==> src/rtl/dm_pkg.sv <==
package dm_pkg;
  typedef enum logic [3:0] {
    ST_INIT, ST_SEND_TYPE, ST_SEND_NUM, ST_WAIT_TGT,
    ST_DRAW, ST_WAIT_RES, ST_GAP, ST_CONFIRM, ST_MATCHED
  } draw_st_e;

  typedef enum logic [1:0] {PT_IDLE, PT_WR, PT_RD} port_st_e;
endpackage

==> src/rtl/dm_init_gate.sv <==
module dm_init_gate #(
  parameter int INIT_CYCLES = 16
) (
  input  logic clk_i,
  input  logic rst_ni,
  output logic done_o
);
  localparam int CW = $clog2(INIT_CYCLES + 1);
  localparam logic [CW-1:0] LIMIT = CW'(INIT_CYCLES);

  logic [CW-1:0] cnt_q;

  always_ff @(posedge clk_i or negedge rst_ni) begin
    if (!rst_ni)             cnt_q <= '0;
    else if (cnt_q != LIMIT) cnt_q <= cnt_q + 1'b1;
  end

  assign done_o = (cnt_q == LIMIT);
endmodule

==> src/rtl/dm_host_port.sv <==
module dm_host_port
  import dm_pkg::*;
#(
  parameter int DATA_W        = 8,
  parameter int STROBE_CYCLES = 2
) (
  input  logic              clk_i,
  input  logic              rst_ni,
  input  logic              wr_req_i,
  input  logic [DATA_W-1:0] wr_byte_i,
  input  logic              rd_req_i,
  input  logic              rx_ready_i,
  input  logic              tx_ready_i,
  input  logic [DATA_W-1:0] rx_byte_i,
  output logic              rd_o,
  output logic              wr_o,
  output logic [DATA_W-1:0] tx_byte_o,
  output logic [DATA_W-1:0] rd_byte_o,
  output logic              done_o
);
  localparam int SW = $clog2(STROBE_CYCLES + 1);
  localparam logic [SW-1:0] LAST = SW'(STROBE_CYCLES - 1);

  port_st_e          st_q;
  logic [SW-1:0]     cnt_q;
  logic [DATA_W-1:0] tx_q;
  logic              last;

  assign last = (cnt_q == LAST);

  always_ff @(posedge clk_i or negedge rst_ni) begin
    if (!rst_ni) begin
      st_q  <= PT_IDLE;
      cnt_q <= '0;
      tx_q  <= '0;
    end else begin
      case (st_q)
        PT_IDLE: begin
          cnt_q <= '0;
          // writes win: the control FSM never requests both at once
          if (wr_req_i && tx_ready_i) begin
            st_q <= PT_WR;
            tx_q <= wr_byte_i;
          end else if (rd_req_i && rx_ready_i) begin
            st_q <= PT_RD;
          end
        end
        default: begin
          if (last) st_q  <= PT_IDLE;
          else      cnt_q <= cnt_q + 1'b1;
        end
      endcase
    end
  end

  assign wr_o      = (st_q == PT_WR);
  assign rd_o      = (st_q == PT_RD);
  assign tx_byte_o = tx_q;
  assign rd_byte_o = rx_byte_i;
  assign done_o    = (st_q != PT_IDLE) && last;
endmodule

==> src/rtl/dm_draw_fsm.sv <==
module dm_draw_fsm
  import dm_pkg::*;
#(
  parameter int          DATA_W       = 8,
  parameter int          NUM_W        = 3,
  parameter logic [7:0]  CONFIRM_CODE = 8'hA5
) (
  input  logic              clk_i,
  input  logic              rst_ni,
  input  logic              init_done_i,
  input  logic              port_done_i,
  input  logic [DATA_W-1:0] rd_byte_i,
  input  logic [DATA_W-1:0] board_type_i,
  input  logic [DATA_W-1:0] board_num_i,
  input  logic              result_valid_i,
  input  logic [NUM_W-1:0]  result_i,
  output logic              wr_req_o,
  output logic [DATA_W-1:0] wr_byte_o,
  output logic              rd_req_o,
  output logic              draw_o,
  output logic              buzzer_o
);
  draw_st_e         st_q;
  logic [NUM_W-1:0] target_q;
  logic             buzz_q;

  always_ff @(posedge clk_i or negedge rst_ni) begin
    if (!rst_ni) begin
      st_q     <= ST_INIT;
      target_q <= '0;
      buzz_q   <= 1'b0;
    end else begin
      case (st_q)
        ST_INIT:      if (init_done_i) st_q <= ST_SEND_TYPE;
        ST_SEND_TYPE: if (port_done_i) st_q <= ST_SEND_NUM;
        ST_SEND_NUM:  if (port_done_i) st_q <= ST_WAIT_TGT;
        ST_WAIT_TGT, ST_MATCHED: begin
          if (port_done_i) begin
            target_q <= rd_byte_i[NUM_W-1:0];
            buzz_q   <= 1'b0;
            st_q     <= ST_DRAW;
          end
        end
        ST_DRAW:      st_q <= ST_WAIT_RES;
        ST_WAIT_RES: begin
          if (result_valid_i) begin
            if (result_i == target_q) begin
              buzz_q <= 1'b1;
              st_q   <= ST_CONFIRM;
            end else begin
              st_q   <= ST_GAP;
            end
          end
        end
        ST_GAP:       st_q <= ST_DRAW;
        ST_CONFIRM:   if (port_done_i) st_q <= ST_MATCHED;
        default:      st_q <= ST_INIT;
      endcase
    end
  end

  always_comb begin
    wr_req_o  = 1'b0;
    wr_byte_o = '0;
    case (st_q)
      ST_SEND_TYPE: begin wr_req_o = 1'b1; wr_byte_o = board_type_i; end
      ST_SEND_NUM:  begin wr_req_o = 1'b1; wr_byte_o = board_num_i;  end
      ST_CONFIRM:   begin wr_req_o = 1'b1; wr_byte_o = DATA_W'(CONFIRM_CODE); end
      default: ;
    endcase
  end

  assign rd_req_o = (st_q == ST_WAIT_TGT) || (st_q == ST_MATCHED);
  assign draw_o   = (st_q == ST_DRAW);
  assign buzzer_o = buzz_q;
endmodule

==> src/rtl/draw_match_ctrl.sv <==
module draw_match_ctrl #(
  parameter int         DATA_W        = 8,
  parameter int         NUM_W         = 3,
  parameter int         INIT_CYCLES   = 16,
  parameter int         STROBE_CYCLES = 2,
  parameter logic [7:0] CONFIRM_CODE  = 8'hA5
) (
  input  logic              clk_i,
  input  logic              rst_ni,
  input  logic              host_rx_ready_i,
  input  logic              host_tx_ready_i,
  input  logic [DATA_W-1:0] host_data_i,
  output logic              host_rd_o,
  output logic              host_wr_o,
  output logic [DATA_W-1:0] host_data_o,
  input  logic [DATA_W-1:0] board_type_i,
  input  logic [DATA_W-1:0] board_num_i,
  output logic              draw_o,
  input  logic              result_valid_i,
  input  logic [NUM_W-1:0]  result_i,
  output logic              buzzer_o,
  output logic              bridge_rst_no,
  output logic              xcvr_en_o
);
  logic              init_done;
  logic              wr_req, rd_req, port_done;
  logic [DATA_W-1:0] wr_byte, rd_byte;

  dm_init_gate #(.INIT_CYCLES(INIT_CYCLES)) u_init (
    .clk_i(clk_i), .rst_ni(rst_ni), .done_o(init_done)
  );

  dm_host_port #(.DATA_W(DATA_W), .STROBE_CYCLES(STROBE_CYCLES)) u_port (
    .clk_i(clk_i), .rst_ni(rst_ni),
    .wr_req_i(wr_req), .wr_byte_i(wr_byte), .rd_req_i(rd_req),
    .rx_ready_i(host_rx_ready_i), .tx_ready_i(host_tx_ready_i),
    .rx_byte_i(host_data_i), .rd_o(host_rd_o), .wr_o(host_wr_o),
    .tx_byte_o(host_data_o), .rd_byte_o(rd_byte), .done_o(port_done)
  );

  dm_draw_fsm #(.DATA_W(DATA_W), .NUM_W(NUM_W), .CONFIRM_CODE(CONFIRM_CODE)) u_fsm (
    .clk_i(clk_i), .rst_ni(rst_ni), .init_done_i(init_done),
    .port_done_i(port_done), .rd_byte_i(rd_byte),
    .board_type_i(board_type_i), .board_num_i(board_num_i),
    .result_valid_i(result_valid_i), .result_i(result_i),
    .wr_req_o(wr_req), .wr_byte_o(wr_byte), .rd_req_o(rd_req),
    .draw_o(draw_o), .buzzer_o(buzzer_o)
  );

  // bridge leaves reset and transceivers open on the same edge
  assign bridge_rst_no = init_done;
  assign xcvr_en_o     = init_done;
endmodule

==> config.mk <==
export PLATFORM = sky130hd
export DESIGN_NAME = draw_match_ctrl
export DESIGN_NICKNAME = d
export VERILOG_FILES = /design/src/rtl/dm_pkg.sv /design/src/rtl/dm_init_gate.sv /design/src/rtl/dm_host_port.sv /design/src/rtl/dm_draw_fsm.sv /design/src/rtl/draw_match_ctrl.sv
export SDC_FILE = /design/constraint.sdc
export NUM_CORES = 1
export LEC_CHECK = 0
export CAP_MARGIN = 25
export CELL_PAD_IN_SITES_DETAIL_PLACEMENT = 0
export CELL_PAD_IN_SITES_GLOBAL_PLACEMENT = 1
export CORE_MARGIN = 2
export CORE_UTILIZATION = 37
export CTS_BUF_LIST = sky130_fd_sc_hd__clkbuf_2
export CTS_CLUSTER_DIAMETER = 100
export CTS_CLUSTER_SIZE = 40
export DETAILED_ROUTE_END_ITERATION = 10
export MAX_ROUTING_LAYER = met4
export PLACE_DENSITY_LB_ADDON = 0.1
export SLEW_MARGIN = 20
export SYNTH_ARGS = -nofsm -noshare
export SYNTH_HDL_FRONTEND = slang
export SYNTH_HIERARCHICAL = 1
export SYNTH_SLANG_ARGS = --single-unit
==> constraint.sdc <==
create_clock -name clk_i -period 2.3 [get_ports clk_i]
set_clock_uncertainty 0.05 [all_clocks]
set_input_delay 0.575 -clock clk_i [delete_from_list [all_inputs] [get_ports clk_i]]
set_output_delay 0.575 -clock clk_i [all_outputs]
set_load 0.01 [all_outputs]
======== Word level (Yosys, flattened, before mapping) ========
Cells that the tools add are included.
word-level totals
  register bits ........................... 25
  logic and storage cells ................. 68
cells by class
  $add $sub $neg .......................... 2
  eq/ne operators ......................... 23
  mux-type cells .......................... 20
  reduce and logical (&&, ||, !) cells .... 16
operator list
  operator                                                         number
  4-bit case mux with 8 select lines                               1
  4-bit two-way mux                                                6
  8-bit case mux with 3 select lines                               1
  4-bit by 3-bit == test with 1-bit output, second input constant  4
  2-bit != test, second input constant                             7
  2-bit two-way mux                                                6
  4-bit by 2-bit == test with 1-bit output, second input constant  2
  2-bit AND reduction                                              3
  6-bit AND reduction                                              1
  2-bit nonzero test                                               3
  5-bit by 1-bit adder with 5-bit output, second input constant    1
  5-bit == test, second input constant                             1
  1-bit two-way mux                                                5
  5-bit != test, second input constant                             1
  2-bit by 1-bit == test with 1-bit output, second input constant  2
  4-bit by 1-bit == test with 1-bit output, second input constant  1
  4-bit == test, second input constant                             1
  4-bit logical NOT                                                1
  4-bit AND reduction                                              1
  3-bit == test                                                    1
  1-bit logical AND                                                3
  3-bit by 1-bit != test with 1-bit output, second input constant  1
  3-bit OR reduction                                               1
  2-bit by 1-bit adder with 2-bit output, second input constant    1
  6 further kinds                                                  6

======== Logic depth before layout (Yosys ltp) ========
  word-level depth ........................ 6
  gate-level depth with buffers ........... 8
  mapped depth without buffers ............ 8

======== Modules after synthesis ========
The synthesis kept the hierarchy.
modules (own cells, without submodules)
  module           times used  cells each  area each (µm²)  sequential area each (µm²)
  dm_draw_fsm      1           84          711.9            200.2
  dm_host_port     1           45          564.3            300.3
  dm_init_gate     1           20          252.7            125.1
  draw_match_ctrl  1           1           7.5              0.0

======== Worst setup path after synthesis ========
OpenSTA, ideal clock, no wires.
  kind .................................... reg-to-reg
  start point ............................. register u_init.cnt_q[0]
  end point ............................... register u_fsm.st_q[0]
  arrival ................................. 1664 ps
  required time ........................... 2122 ps
  path slack .............................. 458 ps
  cell stages (with the launch flop) ...... 7
  path buffers ............................ 0
  cell sequence ........................... dfrtp_1 > inv_1 > ha_1 > and4bb_4 > o32a_1 > o21ai_2 > mux2_1
between the ends
  longest elaborated chain between the ends .. 3
ends and longest elaborated chain
  item                           line                   text
  start: declaration             dm_init_gate.sv:11     logic [CW-1:0] cnt_q;
  start signal: assignment       dm_init_gate.sv:15     else if (cnt_q != LIMIT) cnt_q <= cnt_q + 1'b1;
  5-bit == test                  dm_init_gate.sv:18     assign done_o = (cnt_q == LIMIT);
  named net bridge_rst_no        draw_match_ctrl.sv:22  output logic bridge_rst_no,
  2-bit != test (no line)        -
  6-bit AND reduction (no line)  -
  end signal: assignment         dm_draw_fsm.sv:29      st_q <= ST_INIT;
  end signal: assignment         dm_draw_fsm.sv:34      ST_INIT: if (init_done_i) st_q <= ST_SEND_TYPE;
  end signal: assignment         dm_draw_fsm.sv:35      ST_SEND_TYPE: if (port_done_i) st_q <= ST_SEND_NUM;
  end: declaration               dm_draw_fsm.sv:23      draw_st_e st_q;
The timed path passes the listed nets, and every way through them passes these cells.
A chain may end at the register's enable or synchronous reset.

======== Final worst setup path ========
  start point ............................. register u_init.cnt_q[1]
  end point ............................... output xcvr_en_o
between the ends
  longest elaborated chain between the ends .. 1
ends and longest elaborated chain
  item              line                   text
  5-bit == test     dm_init_gate.sv:18
  end: declaration  draw_match_ctrl.sv:23  output logic xcvr_en_o
Every way passes these cells.

==> impl_metrics.xml <==
<?xml version="1.0" encoding="UTF-8"?>
<metrics>
  <group name="run_status">
    <metric name="outcome" unit="">finished clean</metric>
  </group>
  <group name="floorplanning">
    <metric name="placeable_core_region" unit="sq um">3940</metric>
    <metric name="floorplan.die.width" unit="microns">67.7</metric>
    <metric name="rows" unit="">23</metric>
    <metric name="top_level_ports" unit="">46</metric>
    <metric name="die_area" unit="sq um">4580</metric>
    <metric name="initial_core_util" unit="">0.380</metric>
    <metric name="die_height" unit="microns">67.7</metric>
  </group>
  <group name="worst_setup_path">
    <metric name="worstReg2RegEnd" unit="">u_fsm/st_q[0]</metric>
    <metric name="start_kind" unit="">flip-flop</metric>
    <metric name="timing.critical_path.arrival" unit="ns">1.53</metric>
    <metric name="r2r-start" unit="">u_init/cnt_q[1]</metric>
    <metric name="timing.setup.critical_path_class" unit="">flip-flop to output port</metric>
    <metric name="critPathCaptureType" unit="">output port</metric>
    <metric name="r2r_cells" unit="">7</metric>
    <metric name="cp_max_fo" unit="">5</metric>
    <metric name="timing.reg2reg.setup_slack" unit="ns">0.29</metric>
    <metric name="cp.required" unit="ns">1.67</metric>
  </group>
  <group name="sta">
    <metric name="final-setup-viol-count" unit="">0</metric>
    <metric name="final-max-slew-violation-count" unit="">0</metric>
    <metric name="hold_viol" unit="">0</metric>
    <metric name="max_slew_margin" unit="">0.785</metric>
    <metric name="final.min_clock_period" unit="ns">2.16</metric>
    <metric name="timing.final.crit_share" unit="">0.939</metric>
    <metric name="rsz_0062_raised_after_global_routing" unit="">no</metric>
    <metric name="fmax" unit="GHz">0.463</metric>
    <metric name="transition_at_the_pin_with_the_smallest_max_transition_slack" unit="ns">0.321</metric>
    <metric name="fin_setup_tns" unit="ns">0</metric>
  </group>
  <group name="power_and_ir_drop">
    <metric name="p_leak" unit="nW">0.887</metric>
    <metric name="peakVddDrop" unit="mV">0.459</metric>
    <metric name="share_clk_of_total_power" unit="">0.089</metric>
    <metric name="switching_share_of_total_power" unit="">0.386</metric>
    <metric name="int_pwr" unit="W">0.00121</metric>
    <metric name="p_per_cell_area" unit="nW/um^2">969</metric>
    <metric name="fraction_of_power_consumed_by_sequential_logic" unit="">0.336</metric>
    <metric name="p_comb_frac" unit="">0.575</metric>
    <metric name="total_switching_power" unit="W">0.000757</metric>
  </group>
  <group name="clocking">
    <metric name="cts_inserted_buffers" unit="">3</metric>
    <metric name="ctsHtreeMaxLevel" unit="">1</metric>
    <metric name="clk_pin_slew" unit="ns">0.25</metric>
    <metric name="clockBufferDepth" unit="">2</metric>
    <metric name="cts_hold_buffers" unit="">0</metric>
    <metric name="cts_tree" unit="">built</metric>
    <metric name="tritoncts_num_sinks" unit="">25</metric>
    <metric name="clk-insertion-delay-late" unit="ns">0.35</metric>
    <metric name="clockRootBuffer" unit="">clkbuf_2</metric>
  </group>
  <group name="logic_synthesis">
    <metric name="average_cell_area_after_synthesis" unit="sq um">10.3</metric>
    <metric name="synth.cell_area" unit="sq um">1500</metric>
    <metric name="synthesis.yosys.warnings" unit="">6</metric>
    <metric name="synthCells" unit="">145</metric>
    <metric name="syn_nets" unit="">180</metric>
  </group>
  <group name="place">
    <metric name="numPortBuffers" unit="">40</metric>
    <metric name="globalplace.congestion" unit="">0.754</metric>
    <metric name="post-dp-hpwl" unit="microns">2390</metric>
    <metric name="dpl-instance-area" unit="sq um">1950</metric>
  </group>
  <group name="finish">
    <metric name="design_area" unit="sq um">2020</metric>
    <metric name="most_used_cells_in_the_layout_excluding_fill_and_tap_cells" unit="">clkdlybuf4s50_1 (37), dfrtp_1 (23), buf_4 (15), nor2_1 (13), nand2_1 (10)</metric>
    <metric name="most_common_cell_after_layout_fill_and_taps_aside" unit="">clkdlybuf4s50_1</metric>
    <metric name="drive_above_1_share" unit="">0.203</metric>
    <metric name="design.final.nets" unit="">228</metric>
    <metric name="diodes" unit="">0</metric>
    <metric name="area_delta_synth_final" unit="%">35.1</metric>
  </group>
  <group name="drt">
    <metric name="post_drt_wl_per_cell" unit="microns">13.2</metric>
    <metric name="route.final.wire_length" unit="microns">3200</metric>
    <metric name="drc" unit="">0</metric>
    <metric name="initial_drc_count" unit="">80</metric>
    <metric name="route.detailed.vias_per_inst" unit="">4.95</metric>
    <metric name="antenna_violating_nets_remaining" unit="">0</metric>
    <metric name="firstDrtPassIters" unit="">4</metric>
    <metric name="vias" unit="">1198</metric>
  </group>
  <group name="global_routing">
    <metric name="grt_start_max_net_pins" unit="">26</metric>
    <metric name="grt_pass1_wl" unit="microns">5140</metric>
    <metric name="grt_usage" unit="">0.153</metric>
    <metric name="grt_overflow" unit="">0</metric>
    <metric name="antenna_found_initial" unit="">0</metric>
    <metric name="grt_pass1_vias" unit="">1125</metric>
  </group>
  <group name="worst_hold_path">
    <metric name="min_from" unit="">u_init/cnt_q[4]</metric>
    <metric name="hold_depth" unit="">1</metric>
    <metric name="capture_endpoint_of_the_worst_hold_path" unit="">u_init/cnt_q[4]</metric>
    <metric name="timing.hold.worst.class" unit="">flip-flop to flip-flop</metric>
  </group>
  <group name="job">
    <metric name="max_cap_viol_count" unit="">0</metric>
  </group>
</metrics>
[sequential cells by signal, summed over array words and instances (netlist names)]
register	flops
u_init/cnt_q	5
u_port/tx_byte_o	8
u_port/st_q	2
u_fsm/st_q	4
u_fsm/buzzer_o	1
u_fsm/target_q	3
u_port/cnt_q	2
[through the flow]
step	total power, W	std cells	worst slack [ns]	hold WS (ns)	util
finish	0.00196	242	0.140	0.478	0.513
global route	0.00213	242	0.0122	0.465	0.513
CTS	0.00198	239	0.0718	0.483	0.507
detailed placement	0.00177	231	0.200	0.447	0.494
global placement	0.00175	231	0.199	0.427	0.494
floorplan	0.00141	145	0.458	0.229	-
[critical path, stage by stage (launching register included)]
cell,delay [ns]
dfrtp_1,0.45
inv_1,0.06
ha_1,0.15
and4bb_4,0.28
clkdlybuf4s15_1,0.25
[worst max path at each step]
stage,endpoint,startpoint
final,xcvr_en_o,u_init/cnt_q[1]
after detailed placement,bridge_rst_no,u_init/cnt_q[0]
after global routing,xcvr_en_o,u_init/cnt_q[0]
after global placement,bridge_rst_no,u_init/cnt_q[0]
after floorplan,u_fsm/st_q[0],u_init/cnt_q[0]
after CTS,bridge_rst_no,u_init/cnt_q[0]
[timing repair]
item,in CTS,in global routing
setup endpoints to repair,3,2
buffers inserted,4,3
gates resized for setup,5,2
[power groups by stage]
stage	sequential (W)	clock (W)	combinational (W)
finish	0.000660	0.000175	0.00113
global route	0.000674	0.000203	0.00125
CTS	0.000660	0.000184	0.00113
detailed placement	0.000691	0	0.00108
global placement	0.000686	0	0.00107
floorplan	0.000664	0	0.000747
[layer usage]
layer	track usage	vias up	part of all wire
met5	-	-	0
met4	0.0536	0	0.0044
met3	0.0150	2	0.030
met2	0.244	21	0.50
met1	0.202	570	0.47
li1	-	605	-
[layout make-up]
type / count / area [sq um]
multi-input cells: 104 / 785
clock buffers: 3 / 15.0
fillers: 363 / 1920
flip-flops and latches: 25 / 628
well taps: 50 / 62.6
repair buffers: 55 / 512
inverters: 4 / 15.0
clock inverters: 1 / 7.51
(Power assumes the default switching activity.)
